$ cat src/rtl/rsq_pkg.sv
package rsq_pkg;

    // Supply qualification phase, as seen by the sequencer
    typedef enum logic [1:0] {
        PH_LOW    = 2'd0,
        PH_SETTLE = 2'd1,
        PH_GOOD   = 2'd2
    } rsq_phase_e;

    // Gating bundle handed to the output stage
    typedef struct packed {
        logic supply_low;   // synchronized low-supply flag
        logic qualified;    // stabilization interval completed
        logic wdt_hit;      // registered watchdog request
    } rsq_ctl_t;

    function automatic int unsigned rsq_cnt_bits(input int unsigned limit);
        return (limit < 2) ? 1 : $clog2(limit + 1);
    endfunction

endpackage

$ cat src/rtl/rsq_supply_sync.sv
module rsq_supply_sync (
    input  logic clk,
    input  logic rst,
    input  logic vcc_ok,
    output logic supply_low
);
    logic meta_q;
    logic low_q;

    // Asynchronous entry on a low supply, synchronous two-stage exit
    always_ff @(posedge clk or negedge vcc_ok) begin
        if (!vcc_ok) begin
            meta_q <= 1'b1;
            low_q  <= 1'b1;
        end else if (rst) begin
            meta_q <= 1'b1;
            low_q  <= 1'b1;
        end else begin
            meta_q <= 1'b0;
            low_q  <= meta_q;
        end
    end

    assign supply_low = low_q;

    // the flag can only clear one edge after the first stage cleared
    a_r5_two_stage_exit: assert property (@(posedge clk) disable iff (rst)
        $fell(low_q) |-> !$past(meta_q));

endmodule

$ cat src/rtl/rsq_stab_timer.sv
module rsq_stab_timer
    import rsq_pkg::*;
#(
    parameter int unsigned STAB_CYCLES = 20_000_000
) (
    input  logic       clk,
    input  logic       rst,
    input  logic       supply_low,
    output logic       qualified,
    output rsq_phase_e phase
);
    localparam int unsigned CW = rsq_cnt_bits(STAB_CYCLES);
    localparam logic [CW-1:0] LIMIT = CW'(STAB_CYCLES);

    logic [CW-1:0] cnt_q;

    // Any low indication clears the count at once
    always_ff @(posedge clk or posedge supply_low) begin
        if (supply_low) begin
            cnt_q <= '0;
        end else if (rst) begin
            cnt_q <= '0;
        end else if (cnt_q != LIMIT) begin
            cnt_q <= cnt_q + 1'b1;
        end
    end

    assign qualified = (cnt_q == LIMIT);

    always_comb begin
        if (supply_low)     phase = PH_LOW;
        else if (qualified) phase = PH_GOOD;
        else                phase = PH_SETTLE;
    end

    // the count never jumps forward by more than one step
    a_r4_count_step: assert property (@(posedge clk) disable iff (rst)
        (cnt_q != '0) |-> ($past(cnt_q) == cnt_q || $past(cnt_q) == cnt_q - 1'b1));

    // qualification is only reached from the step just below it
    a_r3_no_skip: assert property (@(posedge clk) disable iff (rst)
        $rose(qualified) |-> ($past(cnt_q) == LIMIT - 1'b1));

endmodule

$ cat src/rtl/rsq_out_stage.sv
module rsq_out_stage
    import rsq_pkg::*;
(
    input  logic     clk,
    input  logic     rst,
    input  rsq_ctl_t ctl,
    input  logic     wr_busy,
    output logic     reset_n,
    output logic     reset_hi,
    output logic     bus_abort,
    output logic     wr_block
);
    logic hold;

    assign hold      = ctl.supply_low | ~ctl.qualified | ctl.wdt_hit;
    assign reset_hi  = hold;
    assign reset_n   = ~hold;
    assign bus_abort = ctl.supply_low;
    assign wr_block  = ctl.supply_low & ~wr_busy;

    // a write busy across an edge is never blocked at that edge
    a_r6_running_write: assert property (@(posedge clk) disable iff (rst)
        ($past(wr_busy) && wr_busy) |-> !wr_block);

endmodule

$ cat src/rtl/rsq_reset_seq.sv
module rsq_reset_seq
    import rsq_pkg::*;
#(
    parameter int unsigned STAB_CYCLES = 20_000_000
) (
    input  logic clk,
    input  logic rst,
    input  logic vcc_ok,
    input  logic wdt_req,
    input  logic wr_busy,
    output logic reset_n,
    output logic reset_hi,
    output logic bus_abort,
    output logic wr_block
);
    rsq_ctl_t   ctl;
    rsq_phase_e phase;
    logic       low;
    logic       qual;
    logic       wdt_q;

    rsq_supply_sync u_sync (
        .clk        (clk),
        .rst        (rst),
        .vcc_ok     (vcc_ok),
        .supply_low (low)
    );

    rsq_stab_timer #(.STAB_CYCLES(STAB_CYCLES)) u_timer (
        .clk        (clk),
        .rst        (rst),
        .supply_low (low),
        .qualified  (qual),
        .phase      (phase)
    );

    always_ff @(posedge clk) begin
        if (rst) wdt_q <= 1'b0;
        else     wdt_q <= wdt_req;
    end

    assign ctl = '{supply_low: low, qualified: qual, wdt_hit: wdt_q};

    rsq_out_stage u_out (
        .clk       (clk),
        .rst       (rst),
        .ctl       (ctl),
        .wr_busy   (wr_busy),
        .reset_n   (reset_n),
        .reset_hi  (reset_hi),
        .bus_abort (bus_abort),
        .wr_block  (wr_block)
    );

    // a low supply always shows as reset and bus abort
    a_r2_low_holds_reset: assert property (@(posedge clk) disable iff (rst)
        !vcc_ok |-> (!reset_n && bus_abort));

    // a watchdog request at an edge yields reset after it
    a_r7_wdt_reset: assert property (@(posedge clk) disable iff (rst)
        $past(wdt_req) |-> !reset_n);

    // release happens only with a good supply in the good phase
    a_r3_release_good: assert property (@(posedge clk) disable iff (rst)
        $rose(reset_n) |-> (vcc_ok && phase == PH_GOOD));

    // the two polarities never agree
    a_r8_polarity: assert property (@(posedge clk) disable iff (rst)
        reset_n != reset_hi);

endmodule

$ cat config.mk
export PLATFORM = sky130hd
export DESIGN_NAME = rsq_reset_seq
export DESIGN_NICKNAME = d
export VERILOG_FILES = /design/src/rtl/rsq_pkg.sv /design/src/rtl/rsq_supply_sync.sv /design/src/rtl/rsq_stab_timer.sv /design/src/rtl/rsq_out_stage.sv /design/src/rtl/rsq_reset_seq.sv
export SDC_FILE = /design/constraint.sdc
export NUM_CORES = 1
export LEC_CHECK = 0
export BUFFER_PORTS_ARGS = -buffer_cell sky130_fd_sc_hd__buf_2
export CAP_MARGIN = 20
export CORE_AREA = 5 5 69 71
export DETAILED_ROUTE_END_ITERATION = 8
export DIE_AREA = 0 0 74 76
export SYNTH_ARGS = -nofsm -noshare
export SYNTH_HDL_FRONTEND = slang
export SYNTH_SLANG_ARGS = --single-unit
$ cat constraint.sdc
create_clock -name clk -period 2.75 [get_ports clk]
set_input_delay 0 -clock clk [delete_from_list [all_inputs] [get_ports clk]]
set_output_delay 0 -clock clk [all_outputs]
set_load 0.02 [all_outputs]
# Word level (Yosys, flattened, before mapping)
# Cells that the tools add are included.
# word_totals
reg_bits	28
input_bits	5
elab_cells	18
# classes
addsub	1
eq_ne	2
n_mux	4
bitwise_logic	6
reduce_logical	1
# ops
op	n
$mux 25	2
$add 25x1->25 const B	1
$eq 25x25->1 const B	1
$ne 25x25->1 const B	1
$not 1->1	3
$mux 1	2
$or 1x1->1	2
$reduce_bool 2->1	1
$and 1x1->1	1

# Longest topological paths before layout
# depth
depth_word	5
depth_mapped	6
depth_no_buf	6

# Cells and area by module
# A second synthesis with hierarchy kept.
# hier_totals
hier_cells	156
area_unflattened_um2	1511.4
# by_module_without_submodules
mod	instances	cells_each	area_per_inst_um2	seq_area_each_um2
rsq_stab_timer	1	147	1388.8	625.6
rsq_supply_sync	1	3	58.8	52.6
rsq_reset_seq	1	2	33.8	20.0
rsq_out_stage	1	4	30.0	0.0

# Worst setup path before layout
# OpenSTA, ideal clock, no wires.
# synth_timing
path_kind	register to register
from	register u_timer.cnt_q[18]
to	register u_timer.cnt_q[14]
setup_time_ns	0.125
arrival_ns	1.939
t_required_ns	2.625
path_slack_ns	0.686
path_stages_with_launch	6
period_less_slack_ns	2.064
path_cell_list	dfrtp_1 -> or4_1 -> or3_2 -> clkbuf_1 -> o21ai_0 -> mux2_2
# synth_via
elab_chain_cells	2
# synth_rtl
element	line_no	source
from (decl)	rsq_stab_timer.sv:15	logic [CW-1:0] cnt_q;
from (signal assigned)	rsq_stab_timer.sv:24	cnt_q <= cnt_q + 1'b1;
$ne 25x25->1	rsq_stab_timer.sv:23	end else if (cnt_q != LIMIT) begin
$reduce_bool 2->1 (no line)	--	
# Every way passes these cells.
# A chain may end at the register's enable or synchronous reset.

# Worst setup path after layout
# layout_timing
from	register u_timer.cnt_q[0]
to	output port reset_hi
# layout_via
elab_chain_cells	4
# layout_rtl
element	line_no	source
$eq 25x25->1	rsq_stab_timer.sv:28	assign qualified = (cnt_q == LIMIT);
$not 1->1	rsq_out_stage.sv:15	assign hold = ctl.supply_low | ~ctl.qualified | ctl.wdt_hit;
$or 1x1->1 (2 in series)	rsq_out_stage.sv:15	
to (decl)	rsq_reset_seq.sv:12	output logic reset_hi,
# Every way passes these cells.

==> run summary <==
In this run the worst setup path terminates at reset_hi. The routed wirelength normalized by instance count is 14.60 um, and the number of placement rows is 24. The max-slew violation total from the final report is 0. The post-route netlist has 17.07% of its cells at a drive strength greater than 1. After the first detailed-routing iteration, the DRC count stood at 62.

The die is 76 um tall. Setup repair after global routing left no endpoint under its margin. Leaving out fill and tap cells, the most frequent cells in the layout are dfrtp_1 (25), nor2_1 (14), a21oi_1 (10). The longest clock path from root to sink contains 2 buffers. Reg-to-reg critical path startpoint: u_timer.cnt_q[18]. Averaged over all synthesized cells, the footprint is 9.834 sq um. Clock skew on the completed layout was measured at 2.033 ps. Leaving out fill and tap cells, the most frequent cell in the layout is dfrtp_1.

Across all layers, the routed design uses 1,179 vias. The clock period minus final worst setup slack works out to 2429 ps. The floorplan step defined a core boundary enclosing 4174 sq um.

Counting distinct cell types in the post-synthesis netlist gives 38. Yosys mapped a number of flops with a built-in enable equal to 0. Async set-or-reset flop fraction in the synthesized netlist: 96.43%. The tools report the non-filler instance count after layout as 216. The synthesis-to-finish area growth came out at 7.617%.

The synthesized flop and latch total was 28. The tools report the clock root buffer master as clkbuf_8. Along the worst path, the maximum fanout reaches 7. The first TritonRoute pass finished after 4 iterations.

Across the VDD grid, the largest voltage drop is 0.2152 mV. The worst-case reg-to-reg path depth came out at 4. The worst endpoint required time is 2750 ps. The tools report the global routing usage summed across all routing layers as 12.08%.

The standby leakage power was 0.6694 nW. Once placement completed, the tool counted placed cells totaling 210. The Yosys step of the flow raised 0 warnings. The clock reaches the later pin of the worst-skew pair after 270 ps.

Register-to-register setup slack: 620 ps. Number of I/O port buffers: 8. The number of setup buffers added after CTS is 0. The pre-CTS worst setup slack was 622.5 ps; the areal power density over the cells was 434.7 nW/um^2. The number of vias per cell after detailed routing was 5.458. The tools report the final worst-path setup slack as 321.4 ps. The die is 74 um wide. Category of the worst setup path capture point: an output port. The run gives 3 as the TritonCTS buffer count.

Counting every net in the synthesized netlist gives 164. Final instance area: 1662 sq um. Critical path class: reg2out. The run gives 0 as the initial antenna violation count.

The type of the tightest min-delay check was in2reg. The final clock period utilization by the worst path is 88.31%. TritonCTS built the clock tree. Entering global routing, the biggest net connects 33 pins. The sum of overflow across all layers after global routing is 0. The clock transition time at the flip-flop clock pins of the worst setup and hold paths was 100 ps; the number of nets in the layout was 172.

The remaining max-slew budget at the tightest pin is 62.31%. Once layout is complete, the utilization of the core stands at 39.81%. Wires add up to 3153 um. The sequential cell area fraction in the yosys report is 45.22%. In the final timing run, aggregate negative setup slack is 0 ps. At the pin with the least slew margin, the transition time is 565.3 ps. Data arrives at the worst endpoint at 2430 ps.

For the number of global-route vias before repair, the log shows 1,209. Final estimated routing congestion in global placement: 0.7685. The total number of H-tree levels came out at 1. For this run, the leading register cell type out of synthesis is dfrtp_1. The tools report the global-route wire length before repair as 5595 um. The clock drives 28 sinks.

The flow ran to the end, and the final reports show no timing, DRC or antenna violations. The post-route total power is 722.4 uW. Area of the die: 5624 sq um. Fill cells in the final layout number 414. Across all hold checks on the routed design, the worst slack comes to 78.53 ps.

The total cell area at the placement stage was 1587 sq um; the antenna diode count was 0. The worst setup path is launched from a flop. Derived from the worst setup path, the maximum achievable clock frequency is 411.8 MHz.

For the total DRC errors in the routed layout, the log shows 0. Once detail routing completed, the nets flagged for antenna violations numbered 0. In this run the count of I/O pins placed on the die edge is 9. Tracing the worst setup path back leads to its startpoint at u_timer.cnt_q[0]. The synthesized instance count is 157. Summed instance area of the synthesized netlist: 1544 sq um. The logs give 36.99% for the initial core utilization and 0 for the number of max-cap violations. The HPWL reported at the end of detailed placement is 2207 um. Setup violations remaining at the end of the flow were counted as 0. The final hold violation count was 0.

The worst register-to-register path ends at u_timer.cnt_q[14].
-- layout make-up --
type / count / area (sq um) / area share (%)
inverters: 6 / 22.52 / 1.355
multi-input cells: 115 / 753.2 / 45.33
flip-flops and latches: 28 / 698.2 / 42.02
repair buffers: 11 / 67.56 / 4.066
clock buffers: 4 / 55.05 / 3.313
well taps: 52 / 65.06 / 3.916
-- worst max-delay path: stages, from the launching register on --
cell and delay [ps]:
dfrtp_1 430, inv_1 70, ha_1 140, nor4b_1 230, nand3_1 240, or4_1 580
or3_1 310, buf_2 160
-- layer usage --
metal	vias up	track usage [%]	share of wire (%)
li1	585	-	-
met5	-	0	0
met2	15	19.86	50
met1	575	16.43	47
met4	0	2.536	0.60
met3	4	2.111	2.6
-- synth_stat cells, drive strengths merged, types with 2 or more instances --
library cell / n / area (sq um)
o31ai: 7 / 52.55
o21ai: 3 / 15.01
inv: 6 / 22.52
dfstp: 2 / 52.55
clkbuf: 4 / 25.02
nor4: 4 / 25.02
nor4b: 2 / 17.52
nor2b: 5 / 31.28
or4: 10 / 78.82
ha: 2 / 25.02
nand2: 8 / 30.03
o21a: 2 / 15.01
mux2: 4 / 45.04
and3: 4 / 27.52
nand4: 8 / 56.30
or3: 4 / 27.52
dfrtp: 25 / 625.6
nand3: 6 / 35.03
buf: 4 / 45.04
xor2: 9 / 78.83
and4: 2 / 17.52
nor2: 14 / 52.55
nor3: 4 / 20.02
a21oi: 10 / 50.05
-- worst min-delay path by stage --
stage,from,endpoint,slack [ps],cells after the start
3_5_place_dp,vcc_ok,u_sync.meta_q,-50,1
6_report,rst,u_sync.meta_q,80,1
4_1_cts,rst,u_sync.meta_q,80,1
5_1_grt,rst,u_sync.meta_q,100,1
2_1_floorplan,vcc_ok,u_sync.meta_q,-150,0
3_3_place_gp,vcc_ok,u_sync.supply_low,-50,1
-- flip-flops by register name, summed over array words and instances (netlist names) --
signal and flops:
u_sync.meta_q 1, u_sync.supply_low 1, u_timer.cnt_q 25, wdt_q 1
-- report_power, final --
part           leakage, nW  internal, mW  switching (mW)
Sequential           0.373         0.418         0.00524
Clock               0.0288         0.128           0.126
Combinational        0.267        0.0168          0.0279
-- kinds of logic after synthesis --
group / after synthesis / share of synthesized area [%]
buf+inv: 14 / 5.996
flops: 28 / 45.22
xor+xnor: 9 / 5.106
mux: 4 / 2.917
compound gates: 24 / 9.724
fa+ha+maj: 2 / 1.620
simple gates: 76 / 29.42
-- what timing repair did --
| item | in CTS | in global routing |
|---|---|---|
| endpoints found under the hold margin | 3 | 0 |
| resized for setup | 0 | 0 |
| hold buffers | 2 | 0 |
No activity file was read; power rests on OpenSTA's default activity.
